File: config.mk
export PLATFORM = sky130hd
export DESIGN_NAME = mmu_fault_capture
export DESIGN_NICKNAME = d
export VERILOG_FILES = /design/src/rtl/fsc_pkg.sv /design/src/rtl/fsc_classify.sv /design/src/rtl/fsc_xlate.sv /design/src/rtl/fsc_capture.sv /design/src/rtl/mmu_fault_capture.sv
export SDC_FILE = /design/constraint.sdc
export NUM_CORES = 1
export LEC_CHECK = 0
export ABC_AREA = 0
export ABC_CLOCK_PERIOD_IN_PS = 2500
export BUFFER_PORTS_ARGS = -buffer_cell sky130_fd_sc_hd__clkbuf_2
export CELL_PAD_IN_SITES_DETAIL_PLACEMENT = 1
export CELL_PAD_IN_SITES_GLOBAL_PLACEMENT = 1
export CORE_UTILIZATION = 31
export DETAILED_ROUTE_END_ITERATION = 10
export PLACE_DENSITY_LB_ADDON = 0.1
export SYNTH_ARGS = -nofsm -noshare
export SYNTH_HDL_FRONTEND = slang
export SYNTH_SLANG_ARGS = --single-unit
File: constraint.sdc
create_clock -name clk -period 2.5 [get_ports clk]
set_input_delay 0.125 -clock clk [delete_from_list [all_inputs] [get_ports clk]]
set_output_delay 0.125 -clock clk [all_outputs]
set_load 0.02 [all_outputs]
File: src/rtl/fsc_pkg.sv
package fsc_pkg;

  localparam int SYN_W      = 32;
  localparam int STORE_BIT  = 10;
  localparam int CODE_W     = 5;
  localparam int CODE_BASE  = 16;

  typedef enum logic [1:0] {
    ACC_FETCH = 2'b00,
    ACC_LOAD  = 2'b01,
    ACC_STORE = 2'b10,
    ACC_ALT   = 2'b11
  } acc_kind_e;

  typedef enum logic [1:0] {
    LK_HIT  = 2'b00,
    LK_PROT = 2'b01,
    LK_MISS = 2'b10,
    LK_ALT  = 2'b11
  } lk_res_e;

  typedef struct packed {
    logic ok;
    logic fault;
    logic miss;
    logic fetch;
    logic store;
    logic perm_all;
  } verdict_t;

  function automatic logic [CODE_W-1:0] fault_code(input logic is_miss,
                                                    input logic is_fetch);
    logic [CODE_W-1:0] c;
    c = CODE_W'(CODE_BASE);
    c[1] = is_miss;
    c[0] = is_fetch;
    return c;
  endfunction

  function automatic logic [SYN_W-1:0] make_syndrome(input logic is_miss,
                                                      input logic is_fetch,
                                                      input logic is_store);
    logic [SYN_W-1:0] s;
    s = '0;
    s[CODE_W-1:0] = fault_code(is_miss, is_fetch);
    s[STORE_BIT]  = is_store;
    return s;
  endfunction

endpackage

File: src/rtl/fsc_classify.sv
module fsc_classify
  import fsc_pkg::*;
(
  input  logic [1:0] kind,
  input  logic [1:0] result,
  input  logic       xlat_en,
  output verdict_t   verdict
);

  acc_kind_e kind_e;
  lk_res_e   res_e;

  assign kind_e = acc_kind_e'(kind);
  assign res_e  = lk_res_e'(result);

  always_comb begin
    verdict          = '0;
    verdict.fetch    = (kind_e == ACC_FETCH);
    verdict.store    = (kind_e == ACC_STORE);
    if (!xlat_en) begin
      verdict.ok       = 1'b1;
      verdict.perm_all = 1'b1;
    end else begin
      unique case (res_e)
        LK_HIT:  verdict.ok = 1'b1;
        LK_PROT: verdict.fault = 1'b1;
        LK_MISS, LK_ALT: begin
          verdict.fault = 1'b1;
          verdict.miss  = 1'b1;
        end
        default: verdict.fault = 1'b1;
      endcase
    end
  end

endmodule

File: src/rtl/fsc_xlate.sv
module fsc_xlate #(
  parameter int AW    = 32,
  parameter int OFF_W = 12,
  localparam int PG_W = AW - OFF_W
) (
  input  logic [AW-1:0]   vaddr,
  input  logic [PG_W-1:0] vpage,
  input  logic [PG_W-1:0] ppage,
  input  logic            xlat_en,
  output logic [AW-1:0]   paddr
);

  function automatic logic [PG_W-1:0] relocate(input logic [PG_W-1:0] va_pg,
                                                input logic [PG_W-1:0] ent_v,
                                                input logic [PG_W-1:0] ent_p);
    return ent_p + va_pg - ent_v;
  endfunction

  logic [PG_W-1:0] mapped_pg;

  assign mapped_pg = relocate(vaddr[AW-1:OFF_W], vpage, ppage);
  assign paddr     = xlat_en ? {mapped_pg, vaddr[OFF_W-1:0]} : vaddr;

endmodule

File: src/rtl/fsc_capture.sv
module fsc_capture
  import fsc_pkg::*;
#(
  parameter int AW     = 32,
  parameter int PERM_W = 3
) (
  input  logic              clk,
  input  logic              rst_n,
  input  logic              req_valid,
  input  logic              req_probe,
  input  logic [AW-1:0]     req_vaddr,
  input  logic [AW-1:0]     xl_paddr,
  input  logic [PERM_W-1:0] lk_perm,
  input  verdict_t          verdict,
  input  logic              exc_ack,
  output logic              evt_capture,
  output logic              evt_probe_fail,
  output logic              evt_recursive,
  output logic              rsp_valid,
  output logic              rsp_ok,
  output logic [AW-1:0]     rsp_paddr,
  output logic [PERM_W-1:0] rsp_perm,
  output logic              probe_fail,
  output logic              fault_valid,
  output logic              exc_req,
  output logic [AW-1:0]     fault_addr,
  output logic [SYN_W-1:0]  fault_syndrome,
  output logic              recursive_err
);

  logic fault_now;
  logic real_fault;

  assign fault_now      = req_valid & verdict.fault;
  assign evt_probe_fail = fault_now & req_probe;
  assign real_fault     = fault_now & ~req_probe;
  assign evt_recursive  = real_fault & exc_req & ~exc_ack;
  assign evt_capture    = real_fault & ~evt_recursive;

  always_ff @(posedge clk) begin
    if (!rst_n) begin
      rsp_valid <= 1'b0;
      rsp_ok    <= 1'b0;
      rsp_paddr <= '0;
      rsp_perm  <= '0;
    end else begin
      rsp_valid <= req_valid;
      if (req_valid && verdict.ok) begin
        rsp_ok    <= 1'b1;
        rsp_paddr <= xl_paddr;
        rsp_perm  <= verdict.perm_all ? {PERM_W{1'b1}} : lk_perm;
      end else begin
        rsp_ok    <= 1'b0;
        rsp_paddr <= '0;
        rsp_perm  <= '0;
      end
    end
  end

  always_ff @(posedge clk) begin
    if (!rst_n) begin
      fault_valid    <= 1'b0;
      probe_fail     <= 1'b0;
      exc_req        <= 1'b0;
      recursive_err  <= 1'b0;
      fault_addr     <= '0;
      fault_syndrome <= '0;
    end else begin
      fault_valid   <= evt_capture;
      probe_fail    <= evt_probe_fail;
      exc_req       <= (exc_req & ~exc_ack) | evt_capture;
      recursive_err <= recursive_err | evt_recursive;
      if (evt_capture) begin
        fault_addr     <= req_vaddr;
        fault_syndrome <= make_syndrome(verdict.miss, verdict.fetch, verdict.store);
      end
    end
  end

endmodule

File: src/rtl/mmu_fault_capture.sv
module mmu_fault_capture
  import fsc_pkg::*;
#(
  parameter int AW        = 32,
  parameter int PAGE_SIZE = 4096,
  parameter int PERM_W    = 3,
  localparam int OFF_W    = $clog2(PAGE_SIZE),
  localparam int PG_W     = AW - OFF_W
) (
  input  logic              clk,
  input  logic              rst_n,
  input  logic              req_valid,
  input  logic [AW-1:0]     req_vaddr,
  input  logic [1:0]        req_kind,
  input  logic              req_xlat_en,
  input  logic              req_probe,
  input  logic [1:0]        lk_result,
  input  logic [PG_W-1:0]   lk_vpage,
  input  logic [PG_W-1:0]   lk_ppage,
  input  logic [PERM_W-1:0] lk_perm,
  input  logic              exc_ack,
  output logic              rsp_valid,
  output logic              rsp_ok,
  output logic [AW-1:0]     rsp_paddr,
  output logic [PERM_W-1:0] rsp_perm,
  output logic              probe_fail,
  output logic              fault_valid,
  output logic              exc_req,
  output logic [AW-1:0]     fault_addr,
  output logic [SYN_W-1:0]  fault_syndrome,
  output logic              recursive_err
);

  verdict_t        verdict;
  logic [AW-1:0]   xl_paddr;
  logic            evt_capture;
  logic            evt_probe_fail;
  logic            evt_recursive;

  fsc_classify u_classify (
    .kind    (req_kind),
    .result  (lk_result),
    .xlat_en (req_xlat_en),
    .verdict (verdict)
  );

  fsc_xlate #(.AW(AW), .OFF_W(OFF_W)) u_xlate (
    .vaddr   (req_vaddr),
    .vpage   (lk_vpage),
    .ppage   (lk_ppage),
    .xlat_en (req_xlat_en),
    .paddr   (xl_paddr)
  );

  fsc_capture #(.AW(AW), .PERM_W(PERM_W)) u_capture (
    .clk            (clk),
    .rst_n          (rst_n),
    .req_valid      (req_valid),
    .req_probe      (req_probe),
    .req_vaddr      (req_vaddr),
    .xl_paddr       (xl_paddr),
    .lk_perm        (lk_perm),
    .verdict        (verdict),
    .exc_ack        (exc_ack),
    .evt_capture    (evt_capture),
    .evt_probe_fail (evt_probe_fail),
    .evt_recursive  (evt_recursive),
    .rsp_valid      (rsp_valid),
    .rsp_ok         (rsp_ok),
    .rsp_paddr      (rsp_paddr),
    .rsp_perm       (rsp_perm),
    .probe_fail     (probe_fail),
    .fault_valid    (fault_valid),
    .exc_req        (exc_req),
    .fault_addr     (fault_addr),
    .fault_syndrome (fault_syndrome),
    .recursive_err  (recursive_err)
  );

endmodule

======== Word level (Yosys, flattened, before mapping) ========
Index checks and enable logic that the tools add are counted.
word-level totals
  bits in registers ....................... 77
  output and inout port bits .............. 105
cells by class
  reduce and logical (&&, ||, !) cells .... 6
  bitwise gates (word level) .............. 12
  add/sub/neg operators ................... 2
  mux-type cells .......................... 8
  equality and inequality tests ........... 4
operator list
  cell                                                                    count
  32-bit two-way mux                                                      1
  20-bit adder                                                            1
  20-bit subtractor                                                       1
  1-bit AND                                                               7
  2-bit equality test (second input constant)                             3
  1-bit two-way mux                                                       5
  2-bit zero test                                                         2
  3-bit two-way mux                                                       1
  1-bit inverter                                                          3
  3-bit OR reduction                                                      1
  2-bit by 1-bit equality test with 1-bit output (second input constant)  1
  2-bit two-way mux                                                       1
  1-bit OR                                                                2
  2-bit AND reduction                                                     1
  2-bit OR reduction                                                      1
  1-bit logical AND                                                       1

======== Longest topological paths before layout ========
  depth after elaboration ................. 11
  mapped depth ............................ 12
  gate-level depth less buffers ........... 12

======== Cells and area by module ========
A second synthesis with hierarchy kept.
second synthesis, totals
  cell total of the unflattened synthesis .. 556
  area total of the unflattened synthesis .. 4,898.4 um2
by module, submodules not included
  module        cells an instance  area an instance (um2)  instances  sequential area each (um2)
  fsc_capture   274                2,800.2                 1          1,541.5
  fsc_xlate     276                2,065.7                 1          0.0
  fsc_classify  6                  32.5                    1          0.0

======== Worst setup path before layout ========
OpenSTA, ideal clock, no wires.
  path kind ............................... input -> register
  from .................................... in req_vaddr[13]
  to ...................................... reg u_capture.rsp_paddr[28]
  stages .................................. 11
  setup slack ............................. -0.197 ns
  buffers on the path ..................... 0
  arrival ................................. 2.569 ns
  path through ............................ inv_1 -> fa_1 -> inv_1 -> fa_1 -> a21o_1 -> a221oi_2 -> o22ai_1 -> a311o_1 -> a21oi_1 -> mux2i_1 -> o31ai_1
on the way
  longest elaborated chain between the ends .. 3
RTL lines
  what                  line                     text
  from (decl)           mmu_fault_capture.sv:13  input logic [AW-1:0] req_vaddr,
  20-bit adder          fsc_xlate.sv:16          return ent_p + va_pg - ent_v;
  20-bit subtractor     fsc_xlate.sv:16
  32-bit two-way mux    fsc_xlate.sv:22          assign paddr = xlat_en ? {mapped_pg, vaddr[OFF_W-1:0]} : vaddr;
  to (signal assigned)  fsc_capture.sv:50        rsp_paddr <= xl_paddr;
  to (decl)             fsc_capture.sv:21        output logic [AW-1:0] rsp_paddr,
Every way passes these cells.
A chain may end at the register's enable or synchronous reset.

======== Final worst setup path ========
  from .................................... in req_vaddr[13]
  to ...................................... reg u_capture.rsp_paddr[30]
The elaborated chain is that of the path after synthesis.

==> impl_metrics.csv <==
group,metric,value,unit
pwr,combPwrFrac,33.7,%
pwr,p_leak,3.16,nW
pwr,p_int,2.55,mW
worst_setup_path,critPathLaunchType,"primary input",
place,gp_congestion,0.875,
clocking,clkSlewWorstSetupHoldPaths,60,ps
floorplan,coreArea,0.0139,mm2
min_path,hp-class,"in2reg",
clocking,cts.htree.levels,3,
drt,route.detailed.drc,0,
timing,finalSetupViolations,0,
logic_synthesis,synth-async-reset-ratio,0,%
clocking,clock_path_buffers,2,
clocking,cts_tree,"yes",
timing,fin_crit_sh,95.5,%
cells_and_area,area_delta_synth_final,37.4,%
logic_synthesis,seq_area_frac_synth,34.7,%
floorplan,die_w,122,um
drt,routed_wl,13400,um
place,io_buffers,161,
clocking,clk-insertion-delay-late,340,ps
grt,first_global_vias,4318,
grt,track_usage,19.0,%
timing,hold_viol,0,
cells_and_area,n_fill_cell,1740,
worst_setup_path,end_kind,"flop",
logic_synthesis,ys_ff_latch,77,
cells_and_area,finalNonFillerCells,919,
place,dp.final_hpwl,10700,um
logic_synthesis,netlist_top_cells_count,"80 x inv_1, 80 x nand2_1, 77 x dfxtp_1, 33 x a21boi_0, 28 x buf_4",
worst_setup_path,endpoint,"u_capture.rsp_paddr[30]$_SDFF_PN0_",
worst_setup_path,r2r-end,"u_capture.fault_addr[4]$_SDFFE_PN0P_",
run,max_cap_violations,0,
floorplan,dieArea,0.0148,mm2
drt,drtAntennaViolNets,0,
cells_and_area,drive_above_1_share,34.5,%
logic_synthesis,synthCells,523,
timing,maxSlewHeadroom,60.5,%
clocking,cts.sinks,77,
logic_synthesis,synth_flop_cell,"dfxtp_1",
timing,max_freq,0.419,GHz
cells_and_area,final_nets,858,
cells_and_area,seq_area,0.00154,mm2
timing,worst_slew_pin_slew,586,ps
logic_synthesis,syn_avg_cell_area,8.50,um2
floorplan,rows,43,
grt,grt_remaining_overflow,0,
cells_and_area,diodes,0,
pwr,pwr_density_cell,624,mW/mm2
cells_and_area,multi_input_area,0.00249,mm2
grt,grt_pass1_wl,21500,um
floorplan,design.portCount,190,
logic_synthesis,yosysWarnings,0,
logic_synthesis,ys_types,54,
timing,finClkSkew,7.66,ps
worst_setup_path,startpoint,"req_vaddr[13]",
worst_setup_path,r2r_setup_slack,1040,ps
floorplan,start_util,31.9,%
timing,rsz0062_at_grt,"no",
outcome,status,"completed",
grt,grt_max_degree,40,
clocking,cts_buffers,9,
logic_synthesis,netlist_top_cells_area,"dfxtp_1 35%, fa_1 8.6%, inv_1 6.8%, nand2_1 6.8%, ha_1 5.6%",
timing,finalMaxSlewViolations,0,
pwr,p_seq_share,34.0,%
pwr,power.switching,1.26,mW
timing,fin_crit,2390,ps
logic_synthesis,synth_edf_count,0,
pwr,ir_drop,0.000318,V
logic_synthesis,yosys.area.top_type_share,34.7,%
place,dp.cells,898,
logic_synthesis,synth_area_leader_cell,"dfxtp_1",
worst_setup_path,r2r-start,"u_capture.exc_req$_SDFF_PN0_",
drt,vias_per_cell,4.55,
drt,post_drt_wl_per_cell,14.6,um
drt,num_vias,4180,
clocking,cts-root-buf,"clkbuf_16",
pwr,swShare,33.1,%
drt,dr.pass1.iters,4,
grt,antenna_found_initial,0,
logic_synthesis,synth_area,0.00445,mm2
worst_setup_path,critPathArrivalTime,2610,ps
pwr,power_frac_clock,32.3,%
worst_setup_path,rr_worst_depth,5,
worst_setup_path,worstPathRequired,2720,ps
worst_setup_path,worstPathMaxFanout,4,
drt,drt_iter0_markers,84,
floorplan,dieHeight,122,um
timing,whs,12.9,ps
worst_setup_path,critPathKind,"in2reg",
[cells in the final DEF, fill, tap and decap left out, drive strengths merged, types with 8 or more instances in the layout]
cell and instances:
and3 17, buf 59, conb 28, a21boi 38
clkbuf 171, a21oi 16, nor2 21, ha 20
xnor2 12, dfxtp 77, nand2 80, fa 19
o21ai 8, mux2i 13, inv 82
[state kept, by name (all words and copies together), names as in the netlist]
register / cells
u_capture.fault_syndrome: 4
u_capture.rsp_ok: 1
u_capture.probe_fail: 1
u_capture.exc_req: 1
u_capture.fault_valid: 1
u_capture.recursive_err: 1
u_capture.rsp_paddr: 32
u_capture.rsp_perm: 3
u_capture.rsp_valid: 1
u_capture.fault_addr: 32
[area by class of cell]
class | instances | share of cell area, %
clock buffers | 10 | 3.75
well taps | 180 | 3.69
repair buffers | 223 | 20.9
flip-flops and latches | 77 | 25.2
clock inverters | 6 | 0.758
inverters | 80 | 4.91
multi-input cells | 343 | 40.7
[worst max-delay path: stages]
cell,delay (ps)
clkbuf_2,100
inv_2,40
fa_1,510
inv_2,50
fa_2,350
a21o_1,210
a221oi_4,330
buf_4,170
o21ba_2,180
o21ai_0,120
xor2_1,160
mux2i_1,200
nor2_1,70
[cell families (layout without fill, tap and decap cells)]
kind of cell,after synthesis,after routing,share of synthesized area (%)
flops,77,77,34.7
other cells,1,28,0.0843
fa+ha+maj,39,39,14.2
mux,14,14,3.18
xor+xnor,14,14,2.76
buf+inv,130,319,13.5
simple gates,151,151,15.6
compound gates,97,97,16.0
[through the flow]
step	cell area, um2	setup TNS [ps]	utilization [%]	power, mW	setup slack [ps]
2_1_floorplan	4610	-45.1	-	2.13	-45.1
3_3_place_gp	5780	-1470	41.4	2.56	-297
3_5_place_dp	5780	-1790	41.4	2.59	-369
4_1_cts	6080	0	43.6	3.86	16.5
5_1_grt	6110	0	43.9	4.06	38.1
6_report	6110	0	43.9	3.81	114
[power by group through the flow]
stage | clock, mW | sequential [mW] | combinational (mW)
3_5_place_dp | 0 | 1.32 | 1.27
2_1_floorplan | 0 | 1.39 | 0.748
4_1_cts | 1.29 | 1.30 | 1.28
3_3_place_gp | 0 | 1.32 | 1.24
5_1_grt | 1.33 | 1.30 | 1.43
6_report | 1.23 | 1.30 | 1.29
[metal layers]
metal | share of wire (%) | routed length [um] | vias up | track usage (%)
met5 | 0 | 0 | - | 0
met4 | 1.7 | 233 | 0 | 7.41
met3 | 3.9 | 525 | 15 | 3.04
met2 | 50 | 6720 | 109 | 33.4
met1 | 44 | 5920 | 2002 | 22.9
li1 | - | - | 2054 | -
[how the worst min path moves through the flow]
stage                        startpoint  depth (start not counted)  slack [ps]                                     to
final                     req_vaddr[11]                          3          10  u_capture.fault_addr[11]$_SDFFE_PN0P_
after detailed placement      req_probe                          3         360        u_capture.probe_fail$_SDFF_PN0_
after global placement        req_probe                          3         350        u_capture.probe_fail$_SDFF_PN0_
after floorplan           req_vaddr[25]                          2         230     u_capture.rsp_paddr[25]$_SDFF_PN0_
after CTS                 req_vaddr[11]                          3           2  u_capture.fault_addr[11]$_SDFFE_PN0P_
after global routing      req_vaddr[11]                          3           9  u_capture.fault_addr[11]$_SDFFE_PN0P_
[timing repair]
action                                  CTS  global route
hold endpoints to repair                  3             0
resized for setup                         0             3
endpoints found under the setup margin    1             2
gates cloned                              0             0
buffers inserted                          0             2
hold buffers                              3             0
pin swaps                                 1             4
(Power assumes the default switching activity.)
